--- config.mk ---
export PLATFORM = sky130hd
export DESIGN_NAME = mdg_tracker
export DESIGN_NICKNAME = d
export VERILOG_FILES = /design/src/rtl/mdg_pkg.sv /design/src/rtl/mdg_grp_status.sv /design/src/rtl/mdg_event_check.sv /design/src/rtl/mdg_tracker.sv
export SDC_FILE = /design/constraint.sdc
export NUM_CORES = 2
export LEC_CHECK = 0
export BUFFER_PORTS_ARGS = -buffer_cell sky130_fd_sc_hd__buf_2
export CORE_UTILIZATION = 25
export DETAILED_ROUTE_END_ITERATION = 10
export HOLD_SLACK_MARGIN = 0.1
export SLEW_MARGIN = 20
export SYNTH_ARGS = -nofsm -noshare
export SYNTH_HDL_FRONTEND = slang
export SYNTH_SLANG_ARGS = --single-unit
export TNS_END_PERCENT = 1
--- constraint.sdc ---
create_clock -name clk -period 9.4 [get_ports clk]
set_clock_uncertainty 0.15 [all_clocks]
set_input_delay 0.94 -clock clk [delete_from_list [all_inputs] [get_ports clk]]
set_output_delay 0.94 -clock clk [all_outputs]
set_load 0.03 [all_outputs]
--- src/rtl/mdg_pkg.sv ---
package mdg_pkg;

    typedef enum logic [2:0] {
        OP_NOP      = 3'd0,
        OP_ADD_INST = 3'd1,
        OP_ADD_EDGE = 3'd2,
        OP_ISSUE    = 3'd3,
        OP_FINISH   = 3'd4
    } mdg_op_e;

    typedef enum logic [1:0] {
        DEP_WAIT  = 2'd0,
        DEP_PEND  = 2'd1,
        DEP_READY = 2'd2
    } dep_phase_e;

endpackage

--- src/rtl/mdg_grp_status.sv ---
module mdg_grp_status
    import mdg_pkg::*;
#(
    parameter int CNT_W = 4
) (
    input  logic [CNT_W-1:0] n_pred,
    input  logic [CNT_W-1:0] n_pexing,
    input  logic [CNT_W-1:0] n_pexed,
    input  logic [CNT_W-1:0] n_inst,
    input  logic [CNT_W-1:0] n_iss,
    input  logic [CNT_W-1:0] n_done,
    output logic             waiting,
    output logic             pending,
    output logic             ready,
    output logic             executing,
    output logic             executed
);
    logic [CNT_W:0]   started;
    logic [CNT_W-1:0] left;
    dep_phase_e       phase;

    assign started = {1'b0, n_pexing} + {1'b0, n_pexed};
    assign left    = n_inst - n_done;

    always_comb begin
        if (started < {1'b0, n_pred})
            phase = DEP_WAIT;
        else if (n_pexing != '0)
            phase = DEP_PEND;
        else
            phase = DEP_READY;
    end

    always_comb begin
        waiting = 1'b0;
        pending = 1'b0;
        ready   = 1'b0;
        unique case (phase)
            DEP_WAIT:  waiting = 1'b1;
            DEP_PEND:  pending = 1'b1;
            DEP_READY: ready   = 1'b1;
            default:   waiting = 1'b1;
        endcase
    end

    assign executing = (n_iss != '0) && (n_iss == left);
    assign executed  = (n_done == n_inst);

endmodule

--- src/rtl/mdg_event_check.sv ---
module mdg_event_check
    import mdg_pkg::*;
(
    input  logic [2:0] op,
    input  logic       data,
    input  logic       src_ready,
    input  logic       src_executing,
    input  logic       src_executed,
    input  logic       src_has_succ,
    input  logic       src_inst_full,
    input  logic       src_all_issued,
    input  logic       src_iss_zero,
    input  logic       dst_is_src,
    input  logic       dst_started,
    input  logic       dst_pred_full,
    input  logic       edge_dup,
    output logic       illegal,
    output logic       act_inst,
    output logic       act_edge,
    output logic       act_issue,
    output logic       act_finish
);
    always_comb begin
        illegal    = 1'b0;
        act_inst   = 1'b0;
        act_edge   = 1'b0;
        act_issue  = 1'b0;
        act_finish = 1'b0;
        unique case (op)
            OP_ADD_INST: begin
                if (src_has_succ || src_inst_full) illegal  = 1'b1;
                else                               act_inst = 1'b1;
            end
            OP_ADD_EDGE: begin
                if (dst_is_src || src_executed || edge_dup || dst_started || dst_pred_full)
                    illegal = 1'b1;
                else if (!(src_executing && !data))
                    act_edge = 1'b1;
            end
            OP_ISSUE: begin
                if (!src_ready || src_all_issued) illegal   = 1'b1;
                else                              act_issue = 1'b1;
            end
            OP_FINISH: begin
                if (src_iss_zero) illegal    = 1'b1;
                else              act_finish = 1'b1;
            end
            default: ;
        endcase
    end
endmodule

--- src/rtl/mdg_tracker.sv ---
module mdg_tracker
    import mdg_pkg::*;
#(
    parameter int NUM_GRP = 8,
    parameter int CNT_W   = 4,
    parameter int CYC_W   = 8,
    parameter int TAG_W   = 4,
    localparam int GW     = (NUM_GRP > 1) ? $clog2(NUM_GRP) : 1
) (
    input  logic             clk,
    input  logic             rst_n,
    input  logic             tick,
    input  logic [2:0]       ev_op,
    input  logic [GW-1:0]    ev_grp,
    input  logic [GW-1:0]    ev_dst,
    input  logic             ev_data,
    input  logic [CYC_W-1:0] ev_cyc,
    input  logic [TAG_W-1:0] ev_tag,
    output logic             ev_illegal,
    input  logic [GW-1:0]    q_grp,
    output logic             q_waiting,
    output logic             q_pending,
    output logic             q_ready,
    output logic             q_executing,
    output logic             q_executed,
    output logic             q_crit_inst_vld,
    output logic [CYC_W-1:0] q_crit_inst_cyc,
    output logic [CYC_W-1:0] q_crit_pred_cyc
);
    localparam logic [CNT_W-1:0] ONE_C = CNT_W'(1);
    localparam logic [CYC_W-1:0] ONE_Y = CYC_W'(1);

    logic [CNT_W-1:0]   pred_a  [NUM_GRP];
    logic [CNT_W-1:0]   pexing_a[NUM_GRP];
    logic [CNT_W-1:0]   pexed_a [NUM_GRP];
    logic [CNT_W-1:0]   inst_a  [NUM_GRP];
    logic [CNT_W-1:0]   iss_a   [NUM_GRP];
    logic [CNT_W-1:0]   done_a  [NUM_GRP];
    logic [NUM_GRP-1:0] osucc_a [NUM_GRP];
    logic [NUM_GRP-1:0] dsucc_a [NUM_GRP];
    logic               civ_a   [NUM_GRP];
    logic [CYC_W-1:0]   cic_a   [NUM_GRP];
    logic [TAG_W-1:0]   cit_a   [NUM_GRP];
    logic [CYC_W-1:0]   cpc_a   [NUM_GRP];

    logic [NUM_GRP-1:0] st_wait, st_pend, st_rdy, st_exing, st_exed;

    // producer-side view of the current event
    logic [CNT_W-1:0] src_iss, src_inst, src_done, src_left, src_iss_inc, src_done_inc;
    logic [CYC_W-1:0] src_cic_nx, src_crit_eff;
    logic             src_becomes_exec, src_becomes_done, edge_live;
    logic             act_inst, act_edge, act_issue, act_finish;

    assign src_iss      = iss_a[ev_grp];
    assign src_inst     = inst_a[ev_grp];
    assign src_done     = done_a[ev_grp];
    assign src_left     = src_inst - src_done;
    assign src_iss_inc  = src_iss + ONE_C;
    assign src_done_inc = src_done + ONE_C;

    mdg_event_check u_chkev (
        .op             (ev_op),
        .data           (ev_data),
        .src_ready      (st_rdy[ev_grp]),
        .src_executing  (st_exing[ev_grp]),
        .src_executed   (st_exed[ev_grp]),
        .src_has_succ   (|{osucc_a[ev_grp], dsucc_a[ev_grp]}),
        .src_inst_full  (&src_inst),
        .src_all_issued (src_iss == src_left),
        .src_iss_zero   (src_iss == '0),
        .dst_is_src     (ev_dst == ev_grp),
        .dst_started    ((iss_a[ev_dst] != '0) || (done_a[ev_dst] != '0)),
        .dst_pred_full  (&pred_a[ev_dst]),
        .edge_dup       (osucc_a[ev_grp][ev_dst] || dsucc_a[ev_grp][ev_dst]),
        .illegal        (ev_illegal),
        .act_inst       (act_inst),
        .act_edge       (act_edge),
        .act_issue      (act_issue),
        .act_finish     (act_finish)
    );

    assign src_becomes_exec = act_issue  && (src_iss_inc == src_left);
    assign src_becomes_done = act_finish && (src_done_inc == src_inst);
    assign src_cic_nx   = (!civ_a[ev_grp] || (cic_a[ev_grp] < ev_cyc)) ? ev_cyc : cic_a[ev_grp];
    assign src_crit_eff = civ_a[ev_grp] ? cic_a[ev_grp] : '0;
    assign edge_live    = act_edge && st_exing[ev_grp];

    for (genvar s = 0; s < NUM_GRP; s++) begin : g_grp
        logic [CNT_W-1:0]   pred_r, pexing_r, pexed_r, inst_r, iss_r, done_r;
        logic [CNT_W-1:0]   pred_n, pexing_n, pexed_n, inst_n, iss_n, done_n;
        logic [NUM_GRP-1:0] osucc_r, dsucc_r, osucc_n, dsucc_n;
        logic               civ_r, civ_n;
        logic [CYC_W-1:0]   cic_r, cic_n, cpc_r, cpc_n;
        logic [TAG_W-1:0]   cit_r, cit_n;
        logic               hit_src, hit_dst, is_os, is_ds;

        assign hit_src = (ev_grp == GW'(s));
        assign hit_dst = (ev_dst == GW'(s));
        assign is_os   = osucc_a[ev_grp][s];
        assign is_ds   = dsucc_a[ev_grp][s];

        mdg_grp_status #(.CNT_W(CNT_W)) u_st (
            .n_pred    (pred_r),
            .n_pexing  (pexing_r),
            .n_pexed   (pexed_r),
            .n_inst    (inst_r),
            .n_iss     (iss_r),
            .n_done    (done_r),
            .waiting   (st_wait[s]),
            .pending   (st_pend[s]),
            .ready     (st_rdy[s]),
            .executing (st_exing[s]),
            .executed  (st_exed[s])
        );

        always_comb begin
            pred_n   = pred_r;
            pexing_n = pexing_r;
            pexed_n  = pexed_r;
            inst_n   = inst_r;
            iss_n    = iss_r;
            done_n   = done_r;
            osucc_n  = osucc_r;
            dsucc_n  = dsucc_r;
            civ_n    = civ_r;
            cic_n    = cic_r;
            cit_n    = cit_r;
            cpc_n    = (tick && st_wait[s] && (cpc_r != '0)) ? cpc_r - ONE_Y : cpc_r;
            // own-group updates
            if (hit_src) begin
                if (act_inst) inst_n = inst_r + ONE_C;
                if (act_edge) begin
                    if (ev_data) dsucc_n[ev_dst] = 1'b1;
                    else         osucc_n[ev_dst] = 1'b1;
                end
                if (act_issue) begin
                    iss_n = iss_r + ONE_C;
                    if (!civ_r || (cic_r < ev_cyc)) begin
                        civ_n = 1'b1;
                        cic_n = ev_cyc;
                        cit_n = ev_tag;
                    end
                end
                if (act_finish) begin
                    iss_n  = iss_r - ONE_C;
                    done_n = done_r + ONE_C;
                    if (civ_r && (cit_r == ev_tag)) begin
                        civ_n = 1'b0;
                        cic_n = '0;
                    end
                end
            end
            // successor-side updates
            if (act_edge && hit_dst) begin
                pred_n = pred_r + ONE_C;
                if (edge_live) begin
                    pexing_n = pexing_r + ONE_C;
                    if (src_crit_eff > cpc_n) cpc_n = src_crit_eff;
                end
            end
            if (src_becomes_exec && is_os) pexed_n = pexed_r + ONE_C;
            if (src_becomes_exec && is_ds) begin
                pexing_n = pexing_r + ONE_C;
                if (src_cic_nx > cpc_n) cpc_n = src_cic_nx;
            end
            if (src_becomes_done && is_ds) begin
                pexing_n = pexing_r - ONE_C;
                pexed_n  = pexed_r + ONE_C;
            end
        end

        always_ff @(posedge clk or negedge rst_n) begin
            if (!rst_n) begin
                pred_r   <= '0;
                pexing_r <= '0;
                pexed_r  <= '0;
                inst_r   <= '0;
                iss_r    <= '0;
                done_r   <= '0;
                osucc_r  <= '0;
                dsucc_r  <= '0;
                civ_r    <= 1'b0;
                cic_r    <= '0;
                cit_r    <= '0;
                cpc_r    <= '0;
            end else begin
                pred_r   <= pred_n;
                pexing_r <= pexing_n;
                pexed_r  <= pexed_n;
                inst_r   <= inst_n;
                iss_r    <= iss_n;
                done_r   <= done_n;
                osucc_r  <= osucc_n;
                dsucc_r  <= dsucc_n;
                civ_r    <= civ_n;
                cic_r    <= cic_n;
                cit_r    <= cit_n;
                cpc_r    <= cpc_n;
            end
        end

        assign pred_a[s]   = pred_r;
        assign pexing_a[s] = pexing_r;
        assign pexed_a[s]  = pexed_r;
        assign inst_a[s]   = inst_r;
        assign iss_a[s]    = iss_r;
        assign done_a[s]   = done_r;
        assign osucc_a[s]  = osucc_r;
        assign dsucc_a[s]  = dsucc_r;
        assign civ_a[s]    = civ_r;
        assign cic_a[s]    = cic_r;
        assign cit_a[s]    = cit_r;
        assign cpc_a[s]    = cpc_r;
    end

    assign q_waiting       = st_wait[q_grp];
    assign q_pending       = st_pend[q_grp];
    assign q_ready         = st_rdy[q_grp];
    assign q_executing     = st_exing[q_grp];
    assign q_executed      = st_exed[q_grp];
    assign q_crit_inst_vld = civ_a[q_grp];
    assign q_crit_inst_cyc = cic_a[q_grp];
    assign q_crit_pred_cyc = cpc_a[q_grp];

endmodule

Yosys cells after proc, flatten, opt, wreduce, memory -nomap -nowiden
Cells that the tools add are included.

Bits in registers: 488. Logic and storage cells: 820.

Equality and inequality tests: 62. Magnitude comparators: 40. Add/subtract/negate cells: 91. Mux-type cells: 293. Bitwise logic cells: 20. Reductions and logical operators: 218.

Operators with widths (number): 2-to-1 mux 8 bit (92); 2-to-1 mux 4 bit (76); adder 4 x 1 -> 4 bit (second input constant) (50); greater-than comparator 8 bit (16); OR 8 bit (16); binary-select mux 8 bit (select 3 bit) (5); equality test 4 bit (27); 2-to-1 mux 1 bit (84); binary-select mux 4 bit (select 3 bit) (6); less-than comparator 8 bit (9); AND reduction 3 bit (24); nonzero test 4 bit (18); logical AND 1 bit (69); AND reduction 2 bit (32); nonzero test 8 bit (8); subtractor 4 x 1 -> 4 bit (second input constant) (16); subtractor 8 x 1 -> 8 bit (second input constant) (8); nonzero test 3 bit (16); adder 4 x 4 -> 5 bit (8); less-than comparator 5 x 4 -> 1 bit (8); binary-select mux 1 bit (select 3 bit) (12); subtractor 4 bit (9); 2-to-1 mux 2 bit (16); equality test 3 bit (second input constant) (9); 20 further kinds (90).

Depth between registers and ports, before layout
Depth after elaboration: 18. Depth in mapped cells: 31. Gate-level depth less buffers: 30.

Cells and area by module
Synthesis repeated with hierarchy kept, for this count alone.

Cells, all modules: 3330. Area total of the unflattened synthesis: 35575.4 um2.

Modules (own cells, without submodules): mdg_tracker (cells each 2891, area an instance 32075.8 um2, instances 1, sequential area each 12211.7 um2); mdg_grp_status (cells each 53, area an instance 425.4 um2, instances 8, sequential area each 0.0 um2); mdg_event_check (cells each 15, area an instance 96.3 um2, instances 1, sequential area each 0.0 um2).

Worst setup path before layout
OpenSTA, ideal clock, no wires.

Path kind: input to register. From: input port ev_grp[0]. To: register g_grp[7].cpc_r[1]. Path slack: 2.311 ns. Buffers on the path: 7. Cell stages on the path: 30. Setup time: 0.083 ns. Data required time: 9.167 ns. Data arrival time: 6.856 ns. Cell sequence: buf_4 -> buf_4 -> buf_4 -> buf_2 -> buf_4 -> buf_1 -> mux4_2 -> nand2_1 -> nand2_1 -> nand2b_1 -> inv_1 -> ha_1 -> a21o_1 -> a21o_1 -> a211oi_1 -> nor2_1 -> a211o_1 -> o2111ai_2 -> mux2i_1 -> ha_1 -> nor2b_1 -> o21a_1 -> o21ai_0 -> nand2b_1 -> a21oi_1 -> o21ai_0 -> o21ai_0 -> or2_2 -> clkbuf_1 -> mux2i_1.

Word-level cells in the longest chain between the ends: 18. Elaborated cells between the ends (all ways): 66. Classes of those cells: add/sub: 2; order compare: 3; eq/ne: 3; mux: 43; bitwise: 1; reduce/logical: 14.

RTL lines: start: declaration (RTL line mdg_tracker.sv:14) `input logic [GW-1:0] ev_grp,`; NOT 3 -> 4 bit (not written as such); binary-select mux 8 bit (select 3 bit) (on tied branches) (RTL line mdg_tracker.sv:74, mdg_tracker.sv:100); 2-to-1 mux 8 bit (on tied branches) (2 in a row) (RTL line mdg_tracker.sv:74, mdg_tracker.sv:100); binary-select mux 1 bit (select 3 bit) (RTL line mdg_tracker.sv:74) `.edge_dup (osucc_a[ev_grp][ev_dst] || dsucc_a[ev_grp][ev_dst]),`; 2-to-1 mux 1 bit (not written as such) (RTL line mdg_tracker.sv:74); logical OR 1 bit (RTL line mdg_tracker.sv:74); logical OR 1 bit (3 in a row) (RTL line mdg_event_check.sv:35) `if (dst_is_src || src_executed || edge_dup || dst_started || dst_pred_full)`; 2-to-1 mux 1 bit (RTL line mdg_event_check.sv:35); 2-to-1 mux 1 bit (RTL line mdg_event_check.sv:29) `unique case (op)`; logical AND 1 bit (RTL line mdg_tracker.sv:86) `assign edge_live = act_edge && st_exing[ev_grp];`; 2-to-1 mux 8 bit (RTL line mdg_tracker.sv:156) `if (edge_live) begin`; 2-to-1 mux 8 bit (RTL line mdg_tracker.sv:154) `if (act_edge && hit_dst) begin`; greater-than comparator 8 bit (RTL line mdg_tracker.sv:164) `if (src_cic_nx > cpc_n) cpc_n = src_cic_nx;`; 2-to-1 mux 8 bit (RTL line mdg_tracker.sv:164); 2-to-1 mux 8 bit (*) (RTL line mdg_tracker.sv:162) `if (src_becomes_exec && is_ds) begin`; named net g_grp[7].cpc_n[1] (RTL line mdg_tracker.sv:93) `logic [CYC_W-1:0] cic_r, cic_n, cpc_r, cpc_n;`; end signal: assignment (RTL line mdg_tracker.sv:198) `cpc_r <= cpc_n;`; end: declaration (RTL line mdg_tracker.sv:93).

The timed path passes the listed nets; every way through them passes the cells marked *. The select of a mux whose other input is x is not followed. A chain may end at the register's enable or synchronous reset.

Worst setup path in the final report
From: register g_grp[7].pexing_r[0]. To: register g_grp[7].cpc_r[6].

Word-level cells in the longest chain between the ends: 16. Elaborated cells between the ends (all ways): 28. Classes of those cells: add/sub: 1; order compare: 3; eq/ne: 2; mux: 14; reduce/logical: 8.

RTL lines: start: declaration (RTL line mdg_tracker.sv:89) `logic [CNT_W-1:0] pred_r, pexing_r, pexed_r, inst_r, iss_r, done_r;`; start signal: assignment (RTL line mdg_tracker.sv:188) `pexing_r <= pexing_n;`; adder 4 x 4 -> 5 bit / nonzero test 4 bit (equally long branches) (RTL line mdg_grp_status.sv:22, mdg_grp_status.sv:28); less-than comparator 5 x 4 -> 1 bit / 2-to-1 mux 2 bit (equally long branches) (RTL line mdg_grp_status.sv:26, mdg_grp_status.sv:28); 2-to-1 mux 2 bit (*) (RTL line mdg_grp_status.sv:26) `if (started < {1'b0, n_pred})`; equality test 2 x 1 -> 1 bit / equality test 2 bit (equally long branches) (RTL line mdg_grp_status.sv:38) `unique case (phase)`; OR reduction 2 bit (no source line); 2-to-1 mux 1 bit (RTL line mdg_grp_status.sv:38); logical AND 1 bit (2 in a row) (RTL line mdg_tracker.sv:128) `cpc_n = (tick && st_wait[s] && (cpc_r != '0)) ? cpc_r - ONE_Y : cpc_r;`; 2-to-1 mux 8 bit (RTL line mdg_tracker.sv:128); greater-than comparator 8 bit (RTL line mdg_tracker.sv:158) `if (src_crit_eff > cpc_n) cpc_n = src_crit_eff;`; 2-to-1 mux 8 bit (RTL line mdg_tracker.sv:158); 2-to-1 mux 8 bit (RTL line mdg_tracker.sv:156); 2-to-1 mux 8 bit (RTL line mdg_tracker.sv:154); greater-than comparator 8 bit (RTL line mdg_tracker.sv:164); 2-to-1 mux 8 bit (RTL line mdg_tracker.sv:164); 2-to-1 mux 8 bit (*) (RTL line mdg_tracker.sv:162); named net g_grp[7].cpc_n[6] (RTL line mdg_tracker.sv:93).

Marked as above.

==> results.cfg <==
[clocking]
cts_hold_buf = 0
cts_resized = 0
cts_buffers = 56
cts_setup_buffers = 0
clk_transition_reported_paths_ps = 60
htree_levels = 2
clock_path_buffers = 3
cts_tree = yes
cts.sinks = 488
clock_latency_ps = 670
clock-root-buffer = clkbuf_16

[synth]
syn_nets = 3720
ys_seq_area_share_pct = 34.8
syn_area_mm2 = 0.0351
syn_inst = 3310
async_flop_share_pct = 100
synth_cell_types = 85
yosysTopAreaCell = dfrtp_1
synth.area.top_cells = dfrtp_1, ha_1, mux4_2, mux2_2, xnor2_1
synth_top_area_share_pct = 34.8
synth_ff_type = dfrtp_1
syn_avg_cell_area_um2 = 10.6
yosysWarnings = 0
ys_ff_latch = 488
synth_edf_count = 0

[routing]
vias = 27000
wl_per_cell_um = 21.2
drtIter0Drc = 2264
wl_um = 112000
ant_nets = 0
drt-pass1-iter-count = 6
drc = 0
viasPerCell = 5.14

[global_route]
grt_pass1_wl_um = 170000
grt_max_degree = 163
grt-ovfl-total = 0
antenna_found_initial = 14
gr-usage-all-layers_pct = 15.6
grt_pass1_vias = 27100

[worst_setup_path]
r2r-end = g_grp[7].cpc_r[6]
crit_slowest_cell = a211oi_1
worstPathRequired_ps = 9840
r2r_start = g_grp[7].pexing_r[0]
worstSetupStartpointType = flop
end_kind = flop
ff2ff_path_depth = 29
rrSetupSlack_ps = 1680
crit_path_max_fanout = 8
path_class = flop to flop
worstPathArrival_ps = 8160
startpoint = g_grp[7].pexing_r[0]
cpPeakStageDelay_ps = 690

[run]
maxCapViolCount = 0

[die]
fp.dieH_um = 377
initial_core_util_pct = 25.2
io_pins = 51
fp-row-count = 137
dieArea_mm2 = 0.142
die-width_um = 377
core-area_mm2 = 0.140

[final_layout]
fin_cells = 5262
layout_common_cells = dfrtp_1, ha_1, nand2_1, inv_1, xnor2_1
area.growth.synth_to_final_pct = 12.6
final_common_cell = dfrtp_1
utilization_pct = 28.4
final_nets = 3754
drive_gt1_share_pct = 14.5
antennaDiodeCount = 0

[run_status]
status = finished clean

[timing]
clock.fmax_mhz = 130
hold_viol_final = 0
tns_ps = 0
slew_violations = 0
hold-worst-slack_ps = 221
rsz0062_at_grt = no
worst_slew_pin_slew_ps = 1120
timing.final.crit_share_pct = 82.1
setup_viol = 0
slew_headroom_pct = 25.2
min_period_ps = 7720

[place]
io_buffers = 50
place_congestion = 0.935
dpl.hpwl_um = 80800
dp_cells = 5162

[power_and_ir_drop]
vdd_ir_drop_max_uv = 151
p_leak_uw = 0.0189
power_density_mw_per_mm2 = 188

[worst_hold_path]
min_path_type = input port to async pin
==> worst max-delay path, delay by kind of cell, from the launching register on <==
family,cells,cell delay [ps]
XOR/XNOR,2,430
multiplexers,2,540
AND/OR/NAND/NOR,6,1450
buffers and inverters,1,80
flip-flops,1,420
AO/OA/AOI/OAI,13,3050
adder cells (fa/ha/maj),5,1510
==> through the flow <==
stage          power, uW  worst slack [ps]  cell area [um2]
3_3_place_gp        5070              1510            37600
2_1_floorplan       4350              2310            35100
4_1_cts             7460              1720            39600
5_1_grt             7870              1060            39600
6_report            7450              1680            39600
3_5_place_dp        5130              1500            37600
==> registers in the layout, indices dropped and copies added (netlist names) <==
| register | cells |
|---|---|
| g_grp.cic_r | 64 |
| g_grp.cit_r | 32 |
| g_grp.civ_r | 8 |
| g_grp.cpc_r | 64 |
| g_grp.done_r | 32 |
| g_grp.dsucc_r | 64 |
| g_grp.inst_r | 32 |
| g_grp.iss_r | 32 |
| g_grp.osucc_r | 64 |
| g_grp.pexed_r | 32 |
| g_grp.pexing_r | 32 |
| g_grp.pred_r | 32 |
==> cell type report <==
type | instances | area (um2)
fill | 14500 | 100000
multi-input combinational | 2500 | 21600
sequential | 488 | 12200
tap | 1876 | 2350
clock buffer | 86 | 1690
timing repair buffer | 111 | 748
inverter | 187 | 702
clock inverter | 14 | 223
==> worst max path at each step <==
| stage | slack, ps | endpoint | cells after the start |
|---|---|---|---|
| 5_1_grt | 1060 | g_grp[7].cpc_r[2] | 29 |
| 3_3_place_gp | 1510 | g_grp[7].cpc_r[0] | 23 |
| 4_1_cts | 1720 | g_grp[7].cpc_r[3] | 29 |
| 2_1_floorplan | 2310 | g_grp[7].cpc_r[1] | 30 |
| 6_report | 1680 | g_grp[7].cpc_r[6] | 29 |
| 3_5_place_dp | 1500 | g_grp[7].cpc_r[7] | 23 |
==> routing by layer <==
| metal | global-route usage, % | wire [um] | vias up |
|---|---|---|---|
| met2 | 24.0 | 48900 | 1045 |
| met1 | 21.2 | 49200 | 13600 |
| met5 | 0 | 69 | - |
| li1 | - | - | 12200 |
| met4 | 5.04 | 3850 | 10 |
| met3 | 3.76 | 9600 | 223 |
==> power breakdown <==
group	switching, uW	internal (uW)
logic	1410	1050
registers	360	2320
clock network	950	1350
total	2720	4720
==> synth_stat cells, types with 14 or more instances <==
| cell | n |
|---|---|
| o21ai_0 | 105 |
| mux4_2 | 96 |
| xor2_1 | 117 |
| a31oi_1 | 15 |
| mux2i_1 | 142 |
| nand3_1 | 108 |
| nor3_1 | 49 |
| o21bai_1 | 120 |
| xnor2_1 | 170 |
| buf_2 | 22 |
| nand2_1 | 202 |
| o21a_1 | 14 |
| a211o_1 | 16 |
| clkbuf_1 | 86 |
| inv_1 | 184 |
| dfrtp_1 | 488 |
| a21o_1 | 100 |
| a22o_1 | 64 |
| nand2b_1 | 58 |
| a21oi_1 | 114 |
| and3_1 | 21 |
| or3_1 | 15 |
| ha_1 | 349 |
| a211oi_1 | 45 |
| nor2b_1 | 28 |
| nor2_1 | 122 |
| or4_1 | 15 |
| nor4_1 | 20 |
| mux2_2 | 138 |
| nand4_1 | 38 |
| fa_1 | 33 |
==> logic make-up after synthesis <==
group           after synthesis  share of synthesized area [%]
simple gates                736                           10.7
compound gates              717                           14.5
flops                       488                           34.8
fa+ha+maj                   382                           14.3
mux                         377                           14.7
buf+inv                     322                           3.81
xor+xnor                    288                           7.22
(Power assumes the default switching activity.)
